<file path="src/rtl/tapx_pkg.sv">
// Shared definitions for the memory test port: controller states,
// instruction codes, identification word fields and the next-state function.
// Assumes a 3-bit instruction register; field widths must sum to 32.
package tapx_pkg;

    localparam int IR_W   = 3;
    localparam int VER_W  = 3;
    localparam int DEV_W  = 17;
    localparam int VEND_W = 11;
    localparam int ID_W   = VER_W + DEV_W + VEND_W + 1;

    localparam logic [VER_W-1:0]  ID_VERSION = 3'b001;
    localparam logic [DEV_W-1:0]  ID_DEVICE  = 17'b01011010010010110;
    localparam logic [VEND_W-1:0] ID_VENDOR  = 11'b00000110100;
    localparam logic [ID_W-1:0]   ID_WORD    = {ID_VERSION, ID_DEVICE, ID_VENDOR, 1'b1};

    localparam logic [IR_W-1:0] OP_IDENT  = 3'b001;
    localparam logic [IR_W-1:0] OP_OECTL  = 3'b010;
    localparam logic [IR_W-1:0] OP_BYPASS = 3'b111;

    typedef enum logic [3:0] {
        ST_RESET, ST_IDLE,
        ST_SEL_DR, ST_CAP_DR, ST_SH_DR, ST_EX1_DR, ST_PAU_DR, ST_EX2_DR, ST_UPD_DR,
        ST_SEL_IR, ST_CAP_IR, ST_SH_IR, ST_EX1_IR, ST_PAU_IR, ST_EX2_IR, ST_UPD_IR
    } tap_state_e;

    // Successor of state s for mode-select value m.
    function automatic tap_state_e tap_next(tap_state_e s, logic m);
        case (s)
            ST_RESET:  return m ? ST_RESET  : ST_IDLE;
            ST_IDLE:   return m ? ST_SEL_DR : ST_IDLE;
            ST_SEL_DR: return m ? ST_SEL_IR : ST_CAP_DR;
            ST_CAP_DR: return m ? ST_EX1_DR : ST_SH_DR;
            ST_SH_DR:  return m ? ST_EX1_DR : ST_SH_DR;
            ST_EX1_DR: return m ? ST_UPD_DR : ST_PAU_DR;
            ST_PAU_DR: return m ? ST_EX2_DR : ST_PAU_DR;
            ST_EX2_DR: return m ? ST_UPD_DR : ST_SH_DR;
            ST_UPD_DR: return m ? ST_SEL_DR : ST_IDLE;
            ST_SEL_IR: return m ? ST_RESET  : ST_CAP_IR;
            ST_CAP_IR: return m ? ST_EX1_IR : ST_SH_IR;
            ST_SH_IR:  return m ? ST_EX1_IR : ST_SH_IR;
            ST_EX1_IR: return m ? ST_UPD_IR : ST_PAU_IR;
            ST_PAU_IR: return m ? ST_EX2_IR : ST_PAU_IR;
            ST_EX2_IR: return m ? ST_UPD_IR : ST_SH_IR;
            ST_UPD_IR: return m ? ST_SEL_DR : ST_IDLE;
            default:   return ST_RESET;
        endcase
    endfunction

endpackage

</file>
<file path="src/rtl/tapx_ctrl.sv">
// Sixteen-state test port controller. Samples tms on the rising tck edge.
// Assumes trst_n is synchronous to tck; the next state is exported so that
// register blocks can act on the edge that enters Test-Logic-Reset.
module tapx_ctrl
    import tapx_pkg::*;
(
    input  logic       tck,
    input  logic       trst_n,
    input  logic       tms,
    output tap_state_e st_q,
    output tap_state_e st_nxt
);

    // Next-state lookup, reset forces Test-Logic-Reset.
    always_comb begin
        st_nxt = trst_n ? tap_next(st_q, tms) : ST_RESET;
    end

    // State register.
    always_ff @(posedge tck) begin
        st_q <= st_nxt;
    end

endmodule

</file>
<file path="src/rtl/tapx_ir.sv">
// Instruction register: a shift stage loaded with a fixed pattern in
// Capture-IR, shifted LSB first, and a held instruction updated in Update-IR.
// Assumes the instruction width is at least two bits.
module tapx_ir
    import tapx_pkg::*;
#(
    parameter int W = IR_W
) (
    input  logic         tck,
    input  logic         trst_n,
    input  tap_state_e   st_q,
    input  tap_state_e   st_nxt,
    input  logic         tdi,
    output logic [W-1:0] ir_shift,
    output logic [W-1:0] ir_q
);

    localparam logic [W-1:0] CAPTURE_PAT = W'(2'b01);

    // Shift stage: capture the fixed pattern, then shift toward bit 0.
    always_ff @(posedge tck) begin
        if (!trst_n) begin
            ir_shift <= '0;
        end else if (st_q == ST_CAP_IR) begin
            ir_shift <= CAPTURE_PAT;
        end else if (st_q == ST_SH_IR) begin
            ir_shift <= {tdi, ir_shift[W-1:1]};
        end
    end

    // Held instruction: identification on reset, shifted value on update.
    always_ff @(posedge tck) begin
        if (!trst_n || st_nxt == ST_RESET) begin
            ir_q <= W'(OP_IDENT);
        end else if (st_q == ST_UPD_IR) begin
            ir_q <= ir_shift;
        end
    end

endmodule

</file>
<file path="src/rtl/tapx_dr.sv">
// Data registers: 32-bit identification, 1-bit bypass and 1-bit
// output-enable control, chosen by the held instruction. Unused codes fall
// back to bypass. Assumes the instruction is stable through a data scan.
module tapx_dr
    import tapx_pkg::*;
#(
    parameter int W = IR_W
) (
    input  logic         tck,
    input  logic         trst_n,
    input  tap_state_e   st_q,
    input  tap_state_e   st_nxt,
    input  logic [W-1:0] ir_q,
    input  logic         tdi,
    output logic         dr_out,
    output logic         rdata_oe
);

    logic [ID_W-1:0] id_sh;
    logic            byp_sh;
    logic            oe_sh;
    logic            sel_id;
    logic            sel_oe;

    // Register selection from the held instruction.
    always_comb begin
        sel_id = (ir_q == W'(OP_IDENT));
        sel_oe = (ir_q == W'(OP_OECTL));
    end

    // Identification shift register.
    always_ff @(posedge tck) begin
        if (!trst_n) begin
            id_sh <= '0;
        end else if (st_q == ST_CAP_DR && sel_id) begin
            id_sh <= ID_WORD;
        end else if (st_q == ST_SH_DR && sel_id) begin
            id_sh <= {tdi, id_sh[ID_W-1:1]};
        end
    end

    // Bypass bit: captures zero, shifts tdi for every other code.
    always_ff @(posedge tck) begin
        if (!trst_n || st_q == ST_CAP_DR) begin
            byp_sh <= 1'b0;
        end else if (st_q == ST_SH_DR && !sel_id && !sel_oe) begin
            byp_sh <= tdi;
        end
    end

    // Output-enable shift bit: captures the live enable.
    always_ff @(posedge tck) begin
        if (!trst_n) begin
            oe_sh <= 1'b0;
        end else if (st_q == ST_CAP_DR && sel_oe) begin
            oe_sh <= rdata_oe;
        end else if (st_q == ST_SH_DR && sel_oe) begin
            oe_sh <= tdi;
        end
    end

    // Live read-data enable: preset on reset entry, loaded on update.
    always_ff @(posedge tck) begin
        if (!trst_n || st_nxt == ST_RESET) begin
            rdata_oe <= 1'b1;
        end else if (st_q == ST_UPD_DR && sel_oe) begin
            rdata_oe <= oe_sh;
        end
    end

    // Serial output of the selected register.
    always_comb begin
        if (sel_id)      dr_out = id_sh[0];
        else if (sel_oe) dr_out = oe_sh;
        else             dr_out = byp_sh;
    end

endmodule

</file>
<file path="src/rtl/mem_test_port.sv">
// Top of the memory test port. Joins controller, instruction register and
// data registers and retimes the serial output onto the falling tck edge.
// Assumes a free-running tck whenever trst_n is released.
module mem_test_port
    import tapx_pkg::*;
(
    input  logic tck,
    input  logic trst_n,
    input  logic tms,
    input  logic tdi,
    output logic tdo,
    output logic tdo_en,
    output logic rdata_oe
);

    tap_state_e       st_q;
    tap_state_e       st_nxt;
    logic [IR_W-1:0]  ir_shift;
    logic [IR_W-1:0]  ir_q;
    logic             dr_out;

    tapx_ctrl u_ctrl (
        .tck    (tck),
        .trst_n (trst_n),
        .tms    (tms),
        .st_q   (st_q),
        .st_nxt (st_nxt)
    );

    tapx_ir #(.W(IR_W)) u_ir (
        .tck      (tck),
        .trst_n   (trst_n),
        .st_q     (st_q),
        .st_nxt   (st_nxt),
        .tdi      (tdi),
        .ir_shift (ir_shift),
        .ir_q     (ir_q)
    );

    tapx_dr #(.W(IR_W)) u_dr (
        .tck      (tck),
        .trst_n   (trst_n),
        .st_q     (st_q),
        .st_nxt   (st_nxt),
        .ir_q     (ir_q),
        .tdi      (tdi),
        .dr_out   (dr_out),
        .rdata_oe (rdata_oe)
    );

    // Falling-edge output stage: drive only in the two shift states.
    always_ff @(negedge tck) begin
        if (!trst_n) begin
            tdo    <= 1'b0;
            tdo_en <= 1'b0;
        end else begin
            tdo_en <= (st_q == ST_SH_IR) || (st_q == ST_SH_DR);
            if (st_q == ST_SH_IR)      tdo <= ir_shift[0];
            else if (st_q == ST_SH_DR) tdo <= dr_out;
            else                       tdo <= 1'b0;
        end
    end

endmodule

</file>
<file path="config.mk">
export PLATFORM = sky130hd
export DESIGN_NAME = mem_test_port
export DESIGN_NICKNAME = d
export VERILOG_FILES = /design/src/rtl/tapx_pkg.sv /design/src/rtl/tapx_ctrl.sv /design/src/rtl/tapx_ir.sv /design/src/rtl/tapx_dr.sv /design/src/rtl/mem_test_port.sv
export SDC_FILE = /design/constraint.sdc
export NUM_CORES = 1
export LEC_CHECK = 0
export CELL_PAD_IN_SITES_DETAIL_PLACEMENT = 1
export CELL_PAD_IN_SITES_GLOBAL_PLACEMENT = 2
export CORE_MARGIN = 4
export CORE_UTILIZATION = 35
export CTS_CLUSTER_SIZE = 10
export DETAILED_ROUTE_END_ITERATION = 7
export PLACE_DENSITY_LB_ADDON = 0.05
export SLEW_MARGIN = 25
export SYNTH_ARGS = -nofsm -noshare
export SYNTH_HDL_FRONTEND = slang
export SYNTH_HIERARCHICAL = 1
export SYNTH_SLANG_ARGS = --single-unit
</file>
<file path="constraint.sdc">
create_clock -name tck -period 1.9 [get_ports tck]
set_input_delay 0.19 -clock tck [delete_from_list [all_inputs] [get_ports tck]]
set_output_delay 0.19 -clock tck [all_outputs]
set_load 0.005 [all_outputs]
</file>
Word-level counts from Yosys, hierarchy flattened
Cells that the tools add are included.

word-level totals
  register bits = 47
  input port bits = 4
  output and inout port bits = 3

operators by class
  equality and inequality tests = 17
  bitwise gates (word level) = 1
  reductions and logical operators = 23
  muxes and demuxes = 24

operators with widths
  cell                                            count
  two-way mux 30 bit                              2
  case mux 4 bit (12 select lines)                1
  == test 4 bit (second input constant)           8
  two-way mux 4 bit                               5
  == test 4 x 3 -> 1 bit (second input constant)  4
  two-way mux 1 bit                               11
  == test 4 x 2 -> 1 bit (second input constant)  2
  logical NOT 4 bit                               2
  OR reduction 2 bit                              4
  logical AND 1 bit                               7
  two-way mux 2 bit                               3
  two-way mux 3 bit                               2
  nonzero test 2 bit                              3
  == test 4 x 1 -> 1 bit (second input constant)  1
  == test 3 x 1 -> 1 bit (second input constant)  1
  == test 3 x 2 -> 1 bit (second input constant)  1
  logical NOT 1 bit                               3
  logical OR 1 bit                                3
  OR reduction 3 bit                              1
  NOT 1 bit                                       1

Depth between registers and ports, before layout
  depth in word-level cells = 6
  depth in mapped cells = 7
  depth with buffers taken out = 6

By module
Netlist, hierarchy kept.

modules (own cells, without submodules)
  module         instances  area an instance (sq um)  cells an instance
  tapx_dr        1          1,370.1                   133
  tapx_ctrl      1          315.3                     39
  tapx_ir        1          270.3                     25
  mem_test_port  1          105.1                     8

==> results by group <==
Power
  • PD cells: 806 nW/um^2
  • Clk network pwr share: 0.419
  • NetSw: 0.450 mW
  • Worst IR drop on VDD: 0.349 mV
  • Final Power: 2.07 mW
  • Pleak: 0.937 nW
  • Cell internal pwr: 1.62 mW
  • Switch share: 0.217
  • Combinational Power Share: 0.092
  • Power share of the sequential group: 0.490

Final layout
  • N_diodes: 0
  • Final instance area: 2570 um^2
  • Share of cells above drive strength 1: 0.316
  • Fin util: 0.459
  • # fillers: 651
  • Nets: 237
  • Finished Layout Cells: 306
  • Area growth syn-to-layout: 24.8%

CTS
  • Worst-skew pair later-pin latency: 340 ps
  • CTS max path bufs: 2
  • CTS tree: yes
  • Post-CTS Hold Buffers: 0
  • Number of buffers created by CTS: 5
  • Worst-path clk slew: 80 ps
  • H-tree depth: 2
  • Root Buffer: clkbuf_8
  • Clk sinks: 47

GRT
  • All-Layer GR Usage: 0.143
  • Most Used Layer, Global Route: met2
  • Grt met3 use: 0.0294
  • Congestion Overflow GR: 0
  • GR Util met2: 0.247
  • Largest net degree at the start of global routing: 51
  • Met1 Use GR: 0.181
  • Initial antenna violation count: 0
  • Vias in the first global route: 1721
  • First-pass GRT wire length: 8490 um

Critical path
  • Nature of the critical path startpoint: flop
  • Worst Path Class, Setup: flop to flop
  • Crit path DAT: 1460 ps
  • Worst-path maximum fanout: 4
  • R2r endpoint: tdo
  • CP Capture Type: flop
  • Path depth of the worst reg2reg path: 5
  • Critical Path End: tdo
  • Critical path required time: 1180 ps
  • Reg-to-Reg Start: u_ir/ir_q[0]
  • Reg2reg setup slack: -280 ps
  • CP startpoint: u_ir/ir_q[0]

Hold path
  • Hold crit path type: input port to flop

Yosys
  • Top cell type by total area after synthesis: dfxtp_1
  • Cells after Synth: 205
  • Register area share after synthesis: 0.457
  • Post-synth EDFFs: 0
  • Most frequent cell after synthesis: dfxtp_1
  • Synth top area cells: dfxtp_1 46%, o221a_1 6.6%, nand2_1 6.2%
  • Yosys reg bits: 47
  • Mapped cell area: 2060 um^2
  • Top_reg_cell synth: dfxtp_1
  • Synth cell count leaders: 47 x dfxtp_1, 34 x nand2_1, 19 x o22ai_1, 12 x o221a_1
  • Yosys cell types: 51
  • Synth top area share: 0.457
  • Post-synthesis async set-or-reset flop share: 0
  • Ys Warns: 6
  • Syn_nets: 209
  • Syn Area/Cell: 10.1 um^2

Routing
  • Vias per cell: 5.52
  • Via count: 1689
  • Number of remaining DRC errors: 0
  • Routed WL per cell: 16.3 um
  • Final WL: 5000 um
  • DRT iter0 DRCs: 54
  • Antenna Nets Post-Route: 0
  • Initial DRT Pass Iterations: 4

Timing
  • RSZ-0062 raised after global routing: yes
  • Worst slew pin tran: 498 ps
  • Endpoints failing hold: 0
  • Post-Route Skew: 54.3 ps
  • Endpoints failing setup: 33
  • Final worst setup slack: -275 ps
  • Max-slew headroom: 0.668
  • Fin. max-slew vios: 0
  • Min Hold Slack: 369 ps
  • TNS Setup: -1330 ps

Die
  • Chip Width: 84.7 um
  • Ports: 7
  • Initial Util: 0.367
  • Die area: 7180 um^2
  • Cell Rows: 27
  • Die H: 84.7 um
  • Core area: 5610 um^2

Outcome
  • Failing checks: setup timing
  • Status: finished, violations left

Job
  • # Max-Cap Violations: 0

Placement
  • Post-DP Area: 2310 um^2
  • Post-place setup slack: -333 ps
  • Dpl cells: 291
  • Port Buffer Count: 6
  • GP Congestion: 0.860
  • Post-DP HPWL: 3060 um
-- layout by cell type, fill, tap and decap left out, types with 2 or more instances in the layout --
master           Yosys  routed
dfxtp_2              0       4
a21oi_1              5       4
nor2_1               4       4
o22ai_1             19      19
dfxtp_1             47      42
a21boi_1             2       2
buf_6                5       7
nand3b_1             3       3
nand3_1              4       4
inv_2                2       2
a22oi_1              2       2
buf_2                5       3
o21ai_0              2       2
buf_4                2      20
a31oi_1              4       3
nand2b_4             0       2
mux2i_1              4       3
a211o_1              2       2
o22a_1               3       3
nand2_1             34      34
o221a_2              3       3
or4_4                1       4
inv_1                3       4
nor3b_2              0       2
clkbuf_8             0       5
o211ai_1             2       2
bufinv_16            0       2
clkdlybuf4s50_1      0       3
o221a_1             12      12
-- critical path, stage by stage (launching register included) --
cell      delay [ps]
dfxtp_2          360
nand2b_4         150
o22a_1           190
o22a_1           210
mux2i_2          200
nor2b_4           50
-- layer usage --
layer	share of wire	vias to the layer above
met2	0.51	10
li1	-	833
met3	0.016	4
met4	0.0050	0
met1	0.47	842
met5	0	-
-- final cells by class --
cell class	instances	area, um^2	share of cell area
Multi-Input combinational cell	138	1060	0.411
Clock buffer	6	72.6	0.0282
Tap cell	72	90.1	0.0350
Clock inverter	4	67.6	0.0263
Inverter	4	15.0	0.00584
Sequential cell	47	950	0.369
Timing Repair Buffer	35	319	0.124
-- how the worst min path moves through the flow --
| stage | start | to | slack [ps] | depth (start not counted) |
|---|---|---|---|---|
| after floorplan | trst_n | u_ir/ir_q[1] | 300 | 2 |
| after global placement | u_dr/id_sh[16] | u_dr/id_sh[15] | 450 | 2 |
| after detailed placement | u_dr/id_sh[7] | u_dr/id_sh[7] | 460 | 2 |
| after CTS | trst_n | u_ctrl/st_q[2] | 330 | 4 |
| after global routing | trst_n | u_ctrl/st_q[2] | 380 | 4 |
| final | trst_n | u_ctrl/st_q[2] | 370 | 4 |
-- sequential cells by signal, indices dropped and copies added, names as in the netlist --
name and cells:
u_dr/id_sh 32, u_dr/byp_sh 1, u_ir/ir_q 3, tdo_en 1
tdo 1, u_ctrl/st_q 4, u_dr/oe_sh 1, u_dr/rdata_oe 1
u_ir/ir_shift 3
-- power by group through the flow --
stage,clock network (mW),registers [mW],logic (mW)
after CTS,0.889,1.02,0.176
after global placement,0.00989,1.04,0.158
after global routing,0.941,1.02,0.206
after floorplan,0.00989,1.04,0.109
final,0.868,1.02,0.190
after detailed placement,0.00989,1.04,0.163
-- repair_timing --
item / in CTS / in global routing
pin swaps: 3 / 3
resized for setup: 17 / 9
setup endpoints to repair: 19 / 37
buffers inserted: 0 / 2
cloned: 3 / 1
-- cell families (layout without fill, tap and decap cells) --
| logic type | after synthesis | count (layout) | share of synthesized area |
|---|---|---|---|
| compound gates | 65 | 65 | 0.270 |
| mux | 4 | 4 | 0.0194 |
| buf+inv | 22 | 49 | 0.0650 |
| xor+xnor | 1 | 1 | 0.00425 |
| simple gates | 66 | 68 | 0.185 |
| flops | 47 | 47 | 0.457 |
Power figures use the tool's default switching activity.
